## src/rtl/spi_chain_master.sv

```systemverilog
module spi_chain_master #(
  parameter int DIV_W = 8,
  parameter int GAP_W = 4,
  parameter int NSEL  = 4,
  parameter int WMAX  = 16,
  localparam int SEL_W = $clog2(NSEL),
  localparam int LEN_W = $clog2(WMAX)
) (
  input  logic             clk,
  input  logic             rst_n,
  input  logic [DIV_W-1:0] div,
  input  logic [GAP_W-1:0] gap,
  input  logic             cmd_valid,
  output logic             cmd_ready,
  input  logic [WMAX-1:0]  cmd_data,
  input  logic [LEN_W-1:0] cmd_len,
  input  logic [SEL_W-1:0] cmd_sel,
  input  logic             cmd_eot,
  input  logic             cmd_eof,
  output logic             rx_valid,
  output logic [WMAX-1:0]  rx_data,
  output logic             sck,
  output logic             mosi,
  input  logic             miso,
  output logic [NSEL-1:0]  ss_n
);

  typedef enum logic [2:0] {IDLE, SWAP, SETUP, SHIFT, HOLD, PAUSE, WAIT} st_t;

  st_t              st;
  logic [DIV_W-1:0] cnt;
  logic [GAP_W:0]   gcnt;
  logic [LEN_W-1:0] left;
  logic [WMAX-1:0]  tx_sh, rx_sh;
  logic [SEL_W-1:0] cur_sel;
  logic             cur_eot, cur_eof;

  wire tick   = (cnt == div);
  wire accept = cmd_valid && cmd_ready;

  assign cmd_ready = (st == IDLE) || (st == WAIT);
  assign mosi      = tx_sh[WMAX-1];
  assign ss_n      = (st == IDLE || st == SWAP) ? '1 : ~(NSEL'(1) << cur_sel);

  always_ff @(posedge clk) begin
    if (!rst_n) begin
      st       <= IDLE;
      cnt      <= '0;
      gcnt     <= '0;
      left     <= '0;
      tx_sh    <= '0;
      rx_sh    <= '0;
      cur_sel  <= '0;
      cur_eot  <= 1'b0;
      cur_eof  <= 1'b0;
      sck      <= 1'b0;
      rx_valid <= 1'b0;
      rx_data  <= '0;
    end else begin
      rx_valid <= 1'b0;
      cnt <= (st == IDLE || st == WAIT || tick) ? '0 : cnt + 1'b1;
      if (accept) begin
        tx_sh   <= cmd_data << (LEN_W'(WMAX-1) - cmd_len);
        left    <= cmd_len;
        rx_sh   <= '0;
        cur_sel <= cmd_sel;
        cur_eot <= cmd_eot;
        cur_eof <= cmd_eof;
      end
      case (st)
        IDLE:  if (accept) st <= SETUP;
        WAIT:  if (accept) st <= (cmd_sel == cur_sel) ? SETUP : SWAP;
        SWAP:  if (tick) st <= SETUP;
        SETUP: if (tick) begin
          sck   <= 1'b1;
          rx_sh <= {rx_sh[WMAX-2:0], miso};
          st    <= SHIFT;
        end
        SHIFT: if (tick) begin
          if (!sck) begin
            sck   <= 1'b1;
            rx_sh <= {rx_sh[WMAX-2:0], miso};
          end else begin
            sck <= 1'b0;
            if (left == '0) begin
              st       <= HOLD;
              rx_valid <= 1'b1;
              rx_data  <= rx_sh;
            end else begin
              left  <= left - 1'b1;
              tx_sh <= tx_sh << 1;
            end
          end
        end
        HOLD: if (tick) begin
          if (cur_eot) st <= IDLE;
          else if (cur_eof && gap != '0) begin
            gcnt <= {gap, 1'b0};
            st   <= PAUSE;
          end else st <= WAIT;
        end
        PAUSE: if (tick) begin
          if (gcnt == 1) st <= WAIT;
          gcnt <= gcnt - 1'b1;
        end
        default: st <= IDLE;
      endcase
    end
  end

  assert_one_select_R6: assert property (@(posedge clk) disable iff (!rst_n)
    $onehot0(~ss_n));

  assert_sck_needs_select_R7: assert property (@(posedge clk) disable iff (!rst_n)
    (ss_n == '1) |-> !sck);

  assert_ready_sck_low_R5: assert property (@(posedge clk) disable iff (!rst_n)
    cmd_ready |-> !sck);

  assert_rx_single_pulse_R4: assert property (@(posedge clk) disable iff (!rst_n)
    rx_valid |=> !rx_valid);

  assert_wait_holds_select_R8: assert property (@(posedge clk) disable iff (!rst_n)
    (st == WAIT) |-> (ss_n != '1));

  assert_no_direct_switch_R12: assert property (@(posedge clk) disable iff (!rst_n)
    ($past(ss_n) != '1 && ss_n != '1) |-> (ss_n == $past(ss_n)));

  assert_sck_moves_on_tick_R3: assert property (@(posedge clk) disable iff (!rst_n)
    (sck != $past(sck)) |-> $past(tick));

endmodule

```

## config.mk

```make
export PLATFORM = sky130hd
export DESIGN_NAME = spi_chain_master
export DESIGN_NICKNAME = d
export VERILOG_FILES = /design/src/rtl/spi_chain_master.sv
export SDC_FILE = /design/constraint.sdc
export NUM_CORES = 1
export LEC_CHECK = 0
export ABC_AREA = 1
export BUFFER_PORTS_ARGS = -buffer_cell sky130_fd_sc_hd__buf_2
export CAP_MARGIN = 40
export CELL_PAD_IN_SITES_DETAIL_PLACEMENT = 0
export CELL_PAD_IN_SITES_GLOBAL_PLACEMENT = 1
export CORE_MARGIN = 3
export CORE_UTILIZATION = 36
export CTS_CLUSTER_DIAMETER = 30
export DETAILED_ROUTE_END_ITERATION = 16
export PLACE_DENSITY = 0.78
export SYNTH_ARGS = -nofsm -noshare
export SYNTH_HDL_FRONTEND = slang
export SYNTH_SLANG_ARGS = --single-unit
```

## constraint.sdc

```tcl
create_clock -name clk -period 1.45 [get_ports clk]
set_input_delay 0.29 -clock clk [delete_from_list [all_inputs] [get_ports clk]]
set_output_delay 0.29 -clock clk [all_outputs]
set_load 0.1 [all_outputs]
```

Word-level counts from Yosys, hierarchy flattened
Cells that the tools add are included.
{ "classes": {"n_shift": 2, "add_sub_neg": 4, "bitwise_logic": 2, "n_eq_ne": 21, "mux": 40, "reduce_logical": 16} }
{ "ops": {"columns": ["op", "n"], "rows": [
  ["2-to-1 mux 16 bit", 9],
  ["2-to-1 mux 3 bit", 11],
  ["one-hot mux 16 bit (2 select lines)", 1],
  ["2-to-1 mux 4 bit", 6],
  ["!= test 2 bit (second input constant)", 12],
  ["one-hot mux 3 bit (7 select lines)", 1],
  ["2-to-1 mux 5 bit", 4],
  ["<< shifter 16 x 4 -> 16 bit", 1],
  ["one-hot mux 5 bit (2 select lines)", 1],
  ["AND reduction 10 bit", 1],
  ["== test 3 bit (second input constant)", 3],
  ["adder 8 x 1 -> 8 bit (second input constant)", 1],
  ["== test 8 bit", 1],
  ["AND reduction 4 bit", 2],
  ["== test 3 x 2 -> 1 bit (second input constant)", 2],
  ["== test 5 x 1 -> 1 bit (second input constant)", 1],
  ["AND reduction 5 bit", 1],
  ["subtractor 5 x 1 -> 5 bit (second input constant)", 1],
  ["zero test 4 bit", 1],
  ["2-to-1 mux 1 bit", 4],
  ["2-to-1 mux 2 bit", 2],
  ["inverter 4 bit", 1],
  ["nonzero test 2 bit", 2],
  ["nonzero test 4 bit", 1],
  ["12 further kinds", 15]
]} }
{ "totals": {"input_bits": 40, "elab_cells": 97, "register_bits": 74} }

Longest topological paths before layout
Gate-level depths: netlist of the first run.
{ "depth": {"depth_word": 8, "mapped_depth": 14, "ltp_nobuf": 13} }

Worst setup path before layout of the first run
OpenSTA, ideal clock, no wires.
{ "synth_timing": {"path_kind": "register -> register", "from": "reg sck", "to": "reg tx_sh[13]", "synth_period_minus_slack_ps": 2017, "t_arrival_ps": 1902, "setup_slack_ps": -567, "path_stages_with_launch": 7, "setup_time_ps": 116, "cell_sequence": "dfxtp_1 > inv_1 > nor3_2 > nand2_2 > buf_6 > o21ai_0 > nor2_1"} }
{ "synth_via": {"elab_chain_len": 3} }
{ "synth_lines": {"columns": ["element", "line", "rtl"], "rows": [
  ["start: declaration", "22", "output logic sck,"],
  ["start signal: assignment", "56", "sck <= 1'b0;"],
  ["start signal: assignment", "75", "sck <= 1'b1;"],
  ["start signal: assignment", "81", "sck <= 1'b1;"],
  ["2-to-1 mux 16 bit", "80", "if (!sck) begin"],
  ["2-to-1 mux 16 bit", "79", "SHIFT: if (tick) begin"],
  ["2-to-1 mux 16 bit", "70", "case (st)"],
  ["end signal: assignment", "63", "tx_sh <= cmd_data << (LEN_W'(WMAX-1) - cmd_len);"],
  ["end signal: assignment", "91", "tx_sh <= tx_sh << 1;"],
  ["end: declaration", "34", "logic [WMAX-1:0] tx_sh, rx_sh;"]
]} }
No other way between the ends.
A chain may end at the register's enable or synchronous reset.

Worst setup path in the final report of the first run
{ "layout_timing": {"from": "reg st[2]", "to": "out ss_n[2]"} }
{ "layout_via": {"elab_chain_len": 3, "word_cells_on_any_way": 4, "classes_between": "1 x eq/ne; 1 x mux; 2 x reduce/logical"} }
{ "layout_lines": {"columns": ["element", "line", "rtl"], "rows": [
  ["start: declaration", "30", "st_t st;"],
  ["start signal: assignment", "72", "WAIT: if (accept) st <= (cmd_sel == cur_sel) ? SETUP : SWAP;"],
  ["== test 3 x 1 -> 1 bit / zero test 3 bit (equally long branches)", "43", "assign ss_n = (st == IDLE || st == SWAP) ? '1 : ~(NSEL'(1) << cur_sel);"],
  ["logical OR 1 bit *", "43", null],
  ["2-to-1 mux 4 bit *", "43", null],
  ["end: declaration", "25", "output logic [NSEL-1:0] ss_n"]
]} }
Every way passes the cells marked *; elsewhere a longest branch is shown, timed or not.

==> reports/results.tsv, run 1 <==
stage	metric	value	unit
floorplan	die_height	113	um
sta	hold_ws	0.213	ns
run	drv_cap	0	
cts	numClockSinks	74	
setup_path	worstSetupPathType	flip-flop to primary output	
power	pwr-share-clk	23.3	%
power	ir_drop	1340	uV
layout	design_area	6630	um2
sta	fin_ws	-0.187	ns
min_path	min_to	rx_sh[0]	
setup_path	ff2ff_path_depth	13	
global_routing	top_usage_layer	met2	
layout	num-fill-cells	985	
synth	yosys_warnings	0	
floorplan	die_width	113	um
layout	num_antenna_cells	0	
cts	root_buffer	clkbuf_16	
placement	dpl_cell_area	5220	um2
route	ant_nets	0	
sta	fmax	0.611	GHz
layout	final_cell_count_no_fill	927	
min_path	hp-class	input pin to flip-flop	
sta	slew_viol_final	0	
cts	clk_latency	0.33	ns
cts	htreeDepth	3	
synth	netlist_area	4150	um2
synth	syn_area_per_cell	6.47	um2
power	seqPwrFrac	27.0	%
floorplan	initial_utilization	37.6	%
placement	place_congestion	0.863	
global_routing	grt_pass1_wl	19.1	mm
layout	finalCoreUtilization	60.1	%
global_routing	first_global_vias	4154	
global_routing	grt-ovfl-total	0	
synth	synth_cells	641	
min_path	hold_path_depth	3	
power	p_leak	3.21	nW
synth	ys_types	37	
route	drt_first_pass_iters	5	
layout	drive_above_1_share	45.9	%
route	route.detailed.drc	0	
global_routing	grt_max_degree	24	
cts	cts_buffers	9	
global_routing	gr-usage-met2	28.9	%
route	routed_wirelength	12.3	mm
floorplan	num_rows	38	
sta	worst_pin_slew	0.489	ns
layout	multiInputGateArea	3130	um2
layout	nNetsFinal	828	
floorplan	die_area	12900	um2
power	power	9.09	mW
sta	hold_viol_final	0	
route	vias	4525	
placement	dp_hpwl	8.05	mm
synth	synth_seq_cells	74	
min_path	worstHoldStart	miso	
sta	rsz0062_at_grt	yes	
route	drt_iter0_drc	251	
setup_path	r2r-end	tx_sh[10]	
sta	min_period_over_period	113	%
setup_path	rrSetupSlack	-0.16	ns
cts	clockBufferDepth	2	
floorplan	core-area	11000	um2
sta	fin_crit	1.64	ns
synth	syn-num-nets	687	
layout	area_growth	59.8	%
setup_path	endpoint_kind	primary output	
route	viasPerCell	4.88	
cts	cts_tree	built	
route	routedWlPerCell	13.2	um
global_routing	grtUsageMet1	24.4	%
placement	dpl.cell_count	883	
sta	final-setup-viol-count	65	
power	swShare	39.9	%
global_routing	grt_antenna_before_repair	0	
placement	io_buffers	63	
layout	regArea	1510	um2
sta	relSlewSlack	67.6	%
setup_path	crit_required	1.16	ns
run_status	violations	setup timing	
setup_path	worstPathArrival	1.35	ns
global_routing	grt_use_total	17.9	%
cts	path_clk_slew	0.06	ns
setup_path	critPathLaunchType	flip-flop	
floorplan	ios	64	
power	power_density	1370	nW/um2
power	internal_power	5.46	mW
placement	post-place-ws	-0.304	ns
run_status	status	finished, violations left	
synth	synth_sequential_area_ratio	35.7	%
cts	cts_hold_buf	0	
setup_path	critical_path.max_fanout	5	
setup_path	r2r-start	st[1]	
sta	final.setup.tns	-7.09	ns
power	share_comb_of_total_power	49.7	%
power	switchingPower	3.63	mW
global_routing	gr-usage-met3	3.40	%
sta	fin_skew	0.00622	ns
-- layout make-up --
type                       count  area share, %
inverter                      54           3.45
clock buffer                  11           3.66
multi-input combinational    488           47.2
sequential                    74           22.7
clock inverter                 5          0.528
timing repair buffer         155           19.8
tap                          140           2.64
-- worst max-delay path: stages, from the launching register on --
cell	delay (ns)
dfxtp_4	0.36
inv_2	0.14
ha_4	0.20
inv_8	0.06
nand3_4	0.08
buf_12	0.17
-- timing repair --
action,CTS,global route
endpoints found under the hold margin,0,0
setup buffers,12,16
gates resized for setup,84,147
gates cloned,2,3
endpoints found under the setup margin,68,76
pin swaps,14,44
-- power by group through the flow --
| stage | clock [mW] | combinational, mW | sequential, mW |
|---|---|---|---|
| finish | 2.12 | 4.52 | 2.45 |
| global route | 2.24 | 4.84 | 2.48 |
| CTS | 2.15 | 3.62 | 2.44 |
| detailed placement | 0 | 3.11 | 2.47 |
| global placement | 0 | 3.08 | 2.47 |
| floorplan | 0 | 2.00 | 2.49 |
-- cell families after synthesis --
| family | after synthesis | share of synthesized area [%] |
|---|---|---|
| flip-flops | 74 | 35.7 |
| AND/OR/NAND/NOR | 357 | 37.4 |
| adder cells (fa/ha/maj) | 6 | 1.81 |
| multiplexers | 1 | 0.241 |
| AO/OA/AOI/OAI | 111 | 13.9 |
| XOR/XNOR | 11 | 2.32 |
| buffers and inverters | 81 | 8.59 |
-- Yosys cell counts, drive strengths merged --
library cell	instances	area [um2]
nand2	179	707
nor2	120	519
dfxtp	74	1480
o21ai	67	335
inv	54	203
nand3	43	225
a21oi	33	165
buf	17	116
clkbuf	10	37.5
or2	7	43.8
ha	6	75.1
xnor2	6	52.6
xor2	5	43.8
a22oi	4	30.0
a31oi	3	18.8
nor3	3	20.0
nor3b	2	20.0
o22ai	2	12.5
a211oi	1	7.51
and2	1	6.26
mux2i	1	10.0
nand4	1	6.26
nor4	1	6.26
o211ai	1	7.51
-- worst max-delay path by stage --
stage / from / endpoint / cells past startpoint
2_1_floorplan: st[1] / tx_sh[5] / 11
6_report: st[2] / ss_n[2] / 5
5_1_grt: st[1] / tx_sh[9] / 13
3_3_place_gp: div[1] / tx_sh[12] / 10
4_1_cts: cnt[4] / tx_sh[1] / 11
3_5_place_dp: div[5] / tx_sh[10] / 12
-- cells in the final DEF, fill, tap and decap left out, types with 15 or more instances in the layout --
cell type / instances
a21oi_2: 19
buf_12: 15
buf_2: 56
buf_4: 66
dfxtp_1: 60
inv_1: 38
nand2_1: 127
nand2_2: 23
nand2_4: 24
nand3_1: 23
nor2_1: 83
nor2_2: 19
nor2_4: 17
o21ai_0: 41
o21ai_1: 15
-- registers in the layout, indices dropped and copies added (netlist names), 2 cells and up --
register	flops
gcnt	5
rx_data	16
cur_sel	2
tx_sh	16
rx_sh	16
st	3
cnt	8
left	4
-- routing by layer --
layer / wire, um / up-vias
met3: 446 / 19
met5: 0 / -
met4: 176 / 0
li1: - / 2336
met1: 5670 / 2089
met2: 5980 / 81
No activity file was read; power rests on OpenSTA's default activity.
==> run 2, diff against run 1 <==
Settings changed: RECOVER_POWER from default to 100.
==> run 2 against run 1 <==
  * The run still ends with setup timing left
  * Clock power is essentially flat
  * Register-to-register slack is essentially flat
  * Clock-buffer cell count is the same
  * Highest routed layer unchanged
==> reports/results.tsv, run 2 (synthesis gave the netlist of run 1 again) <==
stage	metric	value	unit	change
run_status	violations	setup timing		
cts	htreeDepth	3		unchanged
layout	area_growth	59.8	%	about the same
floorplan	num_rows	38		unchanged
sta	final.setup.tns	-7.07	ns	+0.0275 ns
sta	hold_viol_final	0		unchanged
floorplan	ios	64		unchanged
sta	fin_skew	0.00598	ns	-0.000246 ns
sta	fmax	0.612	GHz	+0.15%
sta	final-setup-viol-count	65		unchanged
sta	fin_ws	-0.185	ns	+0.00239 ns
layout	final_common_cell	nand2_1		
route	vias	4522		-0.066%
layout	drive_above_1_share	45.9	%	unchanged
floorplan	die_height	113	um	unchanged
sta	fin_crit	1.64	ns	-0.00239 ns
global_routing	grt_antenna_before_repair	0		unchanged
cts	numClockSinks	74		unchanged
layout	reg_top3	rx_data: 16 flops, rx_sh: 16 flops, tx_sh: 16 flops		
layout	nNetsFinal	828		unchanged
sta	min_period_over_period	113	%	-0.16 points
floorplan	core-area	11000	um2	unchanged
power	p_leak	3.21	nW	about the same
floorplan	die_area	12900	um2	unchanged
cts	cts_buffers	9		unchanged
placement	io_buffers	63		unchanged
cts	clockBufferDepth	2		unchanged
sta	rsz0062_at_grt	yes		
layout	layout_common_cells	127 x nand2_1, 83 x nor2_1, 66 x buf_4, 60 x dfxtp_1, 53 x buf_2		
global_routing	first_global_vias	4154		unchanged
cts	clk_latency	0.33	ns	about the same
route	wl_met2	5.99	mm	+0.13%
route	wl_met3	444	um	-0.45%
placement	dp_hpwl	8.05	mm	unchanged
sta	relSlewSlack	64.1	%	-3.5 points
run_status	status	finished, violations left		
route	drt_first_pass_iters	5		unchanged
power	ir_drop	1340	uV	about the same
route	drt_iter0_drc	239		-4.8%
sta	worst_pin_slew	0.540	ns	+0.0515 ns
setup_path	endpoint_kind	primary output		
route	viasPerCell	4.88		about the same
placement	place_congestion	0.863		unchanged
route	ant_nets	0		unchanged
route	route.detailed.drc	0		unchanged
power	power_density	1370	nW/um2	about the same
placement	post-place-ws	-0.304	ns	unchanged
route	wl_met1	5.66	mm	-0.11%
floorplan	die_width	113	um	unchanged
setup_path	worstPathArrival	1.35	ns	about the same
run	drv_cap	0		unchanged
global_routing	grt_max_degree	24		unchanged
sta	slew_viol_final	0		unchanged
setup_path	critical_path.max_fanout	5		unchanged
route	routed_wirelength	12.3	mm	about the same
cts	cts_tree	built		
floorplan	initial_utilization	37.6	%	unchanged
setup_path	critPathLaunchType	flip-flop		
global_routing	grt_use_total	17.9	%	unchanged
route	maxUsedRoutingLayer	met4		
global_routing	grt-ovfl-total	0		unchanged
cts	root_buffer	clkbuf_16		
layout	num_antenna_cells	0		unchanged
cts	cts_hold_buf	0		unchanged
route	routedWlPerCell	13.2	um	about the same
global_routing	grt_pass1_wl	19.1	mm	unchanged
min_path	hp-class	input pin to flip-flop		
cts	path_clk_slew	0.06	ns	about the same
setup_path	crit_required	1.16	ns	about the same
setup_path	worstSetupPathType	flip-flop to primary output		
==> run 2: cell types whose count changed in the layout (fill, tap and decap cells not counted), sizes merged <==
| cell | delta |
|---|---|
| clkbuf | +3 |
| buf | -3 |
==> run 2: worst max-delay path, stage by stage, from the launching register on <==
cell and delay (ns):
dfxtp_4 0.36, inv_2 0.14, ha_4 0.20, inv_8 0.06, nand3_4 0.08, buf_12 0.17
==> run 2: path summary, 6_finish.rpt <==
check	start	end	slack (ns)	cells past startpoint
hold / removal	miso	rx_sh[0]	0.21	3
setup / recovery	st[2]	ss_n[2]	-0.19	5
hold reg to reg	tx_sh[1]	tx_sh[2]	0.49	2
setup reg to reg	st[1]	tx_sh[10]	-0.16	13
==> run 2: area by class of cell <==
class	instances	area (um2)
timing repair buffer	155	1320
inverter	54	229
sequential	74	1500
clock inverter	5	35.0
multi-input combinational	488	3130
fill	986	4400
clock buffer	11	243
tap	140	175
==> run 2: metrics by stage <==
| stage | util (%) | cell area [um2] | power [mW] | instances | hold WS (ns) |
|---|---|---|---|---|---|
| floorplan | - | 4270 | 4.49 | 641 | 0.419 |
| global placement | 47.4 | 5220 | 5.55 | 883 | 0.465 |
| detailed placement | 47.4 | 5220 | 5.59 | 883 | 0.474 |
| CTS | 53.6 | 5910 | 8.21 | 913 | 0.213 |
| global route | 60.1 | 6630 | 9.57 | 927 | 0.203 |
| finish | 60.1 | 6630 | 9.09 | 927 | 0.213 |
==> run 2: what timing repair did <==
action | CTS | global route
pin swaps | 14 | 44
resized for setup | 84 | 147
gates cloned | 2 | 3
setup endpoints to repair | 68 | 76
buffers inserted | 12 | 16
==> run 2: where the power goes <==
part	switching (mW)	leakage, nW	total [mW]	internal [mW]
Sequential	0.198	0.607	2.46	2.26
Combinational	2.52	2.46	4.52	1.99
Clock	0.903	0.141	2.12	1.21
==> run 2: per-layer routing <==
layer	track usage, %	vias up
met4	5.05	0
met3	3.40	19
met1	24.4	2084
li1	-	2337
met2	28.9	82
met5	0	-
==> run 3, diff against run 2 <==
--- a/config.mk
+++ b/config.mk
@@ -11,9 +11,10 @@
 export CELL_PAD_IN_SITES_DETAIL_PLACEMENT = 0
 export CELL_PAD_IN_SITES_GLOBAL_PLACEMENT = 1
+export CORE_ASPECT_RATIO = 0.7
 export CORE_MARGIN = 3
-export CORE_UTILIZATION = 36
+export CORE_UTILIZATION = 25
 export CTS_CLUSTER_DIAMETER = 30
 export DETAILED_ROUTE_END_ITERATION = 16
-export PLACE_DENSITY = 0.78
+export PLACE_DENSITY = 0.58
 export RECOVER_POWER = 100
 export SYNTH_ARGS = -nofsm -noshare
==> constraint.sdc (replaced) <==
create_clock -name clk -period 1.45 [get_ports clk]
set_input_delay 0.0725 -clock clk [delete_from_list [all_inputs] [get_ports clk]]
set_output_delay 0.0725 -clock clk [all_outputs]
set_load 0.1 [all_outputs]
==> run 3 against run 2 <==
  * The flow still finishes with violations (setup timing)
  * Final cell count increased by 9.4%
  * Maximum frequency is 1.6% higher
  * Critical path depth rose by 8
  * Clock skew rose by 0.0038 ns
  * Combinational power barely moved
  * Wire length is 8.0% higher
  * Critical endpoint is now tx_sh[12]
==> reports/results.tsv, run 3 (synthesis gave the netlist of run 1 again) <==
stage	metric	value	unit	change
run_status	status	finished, violations left		
run_status	violations	setup timing		
layout	layout_common_cells	145 x nand2_1, 77 x nor2_1, 71 x buf_4, 62 x dfxtp_1, 47 x o21ai_0		
cts	cts_tree	built		
sta	worst_pin_slew	0.588	ns	+0.0476 ns
global_routing	first_global_vias	4138		-0.39%
route	routed_wirelength	13.2	mm	+8.0%
placement	place_congestion	0.806		-6.6%
floorplan	core-area	15900	um2	+44%
route	routedWlPerCell	13.1	um	-1.3%
setup_path	cp_top_family	simple AND/OR/NAND/NOR gates		
layout	finalCoreUtilization	41.7	%	-18 points
route	vias	4550		+0.62%
setup_path	crit_required	1.72	ns	+0.56 ns
setup_path	critPathMaxStageDelay	0.39	ns	+0.03 ns
sta	fmax	0.621	GHz	+1.6%
route	ant_nets	0		unchanged
route	viasPerCell	4.49		-8.0%
power	power	9.31	mW	+2.5%
cts	path_clk_slew	0.06	ns	about the same
sta	fin_crit	1.61	ns	-0.0254 ns
route	route.detailed.drc	0		unchanged
layout	reg_top3	rx_data: 16 flops, rx_sh: 16 flops, tx_sh: 16 flops		
sta	hold_viol_final	0		unchanged
sta	fin_ws	-0.160	ns	+0.0254 ns
layout	nNetsFinal	835		+0.85%
floorplan	die_height	114	um	+0.38%
cts	htreeDepth	3		unchanged
route	drt_iter0_drc	330		+38%
setup_path	cpMaxStageDelayCell	dfxtp_4		
setup_path	critPathLaunchType	flip-flop		
cts	cts_buffers	9		unchanged
layout	num_antenna_cells	0		unchanged
placement	dpl.cell_count	966		+9.4%
layout	final_common_cell	nand2_1		
setup_path	endpoint_kind	flip-flop		
placement	io_buffers	63		unchanged
layout	drive_above_1_share	42.4	%	-3.4 points
setup_path	worstPathArrival	1.88	ns	+0.53 ns
floorplan	ios	64		unchanged
global_routing	grt_max_degree	21		-13%
sta	final.setup.tns	-6.60	ns	+0.466 ns
power	p_leak	3.01	nW	-6.2%
global_routing	grt-ovfl-total	0		unchanged
route	drt_first_pass_iters	4		-1
sta	fin_skew	0.00976	ns	+0.00379 ns
floorplan	die_area	18200	um2	+42%
layout	area_growth	59.4	%	
setup_path	critical_path.max_fanout	7		+2
sta	slew_viol_final	0		unchanged
cts	numClockSinks	74		unchanged
placement	dp_hpwl	8.98	mm	+12%
cts	clk_latency	0.34	ns	about the same
global_routing	grt_use_total	13.9	%	-4.0 points
run	drv_cap	0		unchanged
power	power_density	1410	nW/um2	+2.7%
min_path	hp-class	input pin to flip-flop		
sta	min_period_over_period	111	%	-1.7 points
sta	rsz0062_at_grt	yes		
setup_path	cp_cell_sequence	nand2_4, nor2_4, inv_4, nand2_8, nand2_8, buf_12, nor2_8, buf_6, buf_6, nand2_2, nand3_2, nor2_2, nor2_1		
sta	final-setup-viol-count	68		+4.6%
floorplan	die_width	160	um	+41%
sta	relSlewSlack	60.4	%	-3.7 points
cts	clockBufferDepth	2		unchanged
floorplan	initial_utilization	26.1	%	-11 points
cts	root_buffer	clkbuf_16		
power	ir_drop	793	uV	-41%
layout	final_cell_count_no_fill	1014		+9.4%
global_routing	grt_antenna_before_repair	0		unchanged
setup_path	worstSetupPathType	flip-flop to flip-flop		
global_routing	grt_pass1_wl	20.8	mm	+8.8%
setup_path	path_buf_inv	4		+1
floorplan	num_rows	38		unchanged
[run 3: cell types whose count changed in the layout (fill, tap and decap cells not counted), moves of 7 or more]
cell / change
a21oi_1: +11
a21oi_2: -11
buf_2: -13
clkbuf_2: +15
nand2_1: +18
nand2_4: -13
nand3_1: +7
nor2_4: +11
[run 3: where the power goes]
group | switching, mW | internal (mW) | total (mW)
sequential | 0.210 | 2.26 | 2.47
clock | 0.936 | 1.40 | 2.33
combinational | 2.54 | 1.97 | 4.51
[run 3: area by class of cell]
| type | instances | area (um2) |
|---|---|---|
| repair buffers | 160 | 1310 |
| well taps | 220 | 275 |
| clock inverters | 6 | 72.6 |
| fillers | 1653 | 9260 |
| clock buffers | 10 | 239 |
| inverters | 54 | 231 |
| flip-flops and latches | 74 | 1510 |
| multi-input cells | 490 | 2980 |
[run 3: worst paths after layout]
| kind | slack [ns] | depth (start not counted) | to | from |
|---|---|---|---|---|
| setup / recovery | -0.16 | 13 | tx_sh[12] | st[1] |
| setup reg to reg | -0.16 | 13 | tx_sh[12] | st[1] |
| hold reg to reg | 0.48 | 2 | tx_sh[10] | tx_sh[9] |
| hold / removal | 0.003 | 3 | cur_eot | cmd_eot |
[run 3: what timing repair did]
action                     CTS  global route
hold endpoints to repair     1             0
cloned                       5             2
buffers inserted            12            14
pin swaps                   11            21
resized for setup           70           133
setup endpoints to repair   68            77
hold buffers                 1             0
[run 3: metal layers]
metal | up-vias | track usage [%] | routed length [um]
met5 | - | 0 | 0
met3 | 15 | 2.65 | 554
li1 | 2348 | - | -
met4 | 0 | 3.35 | 123
met2 | 89 | 20.8 | 5800
met1 | 2098 | 20.4 | 6770
[run 3: worst reg2reg max path, delay by kind of cell (launching register included)]
family / cells / cell delay, ns
simple gates: 9 / 0.76
flops: 1 / 0.39
buf+inv: 4 / 0.40
[run 3: through the flow]
stage	hold WS, ns	instance area, um2	setup WS, ns
3_3_place_gp	0.336	5300	-0.186
5_1_grt	0.0128	6620	-0.265
4_1_cts	0.000252	6040	-0.159
2_1_floorplan	0.220	4210	-0.116
3_5_place_dp	0.343	5300	-0.229
6_report	0.00301	6620	-0.160
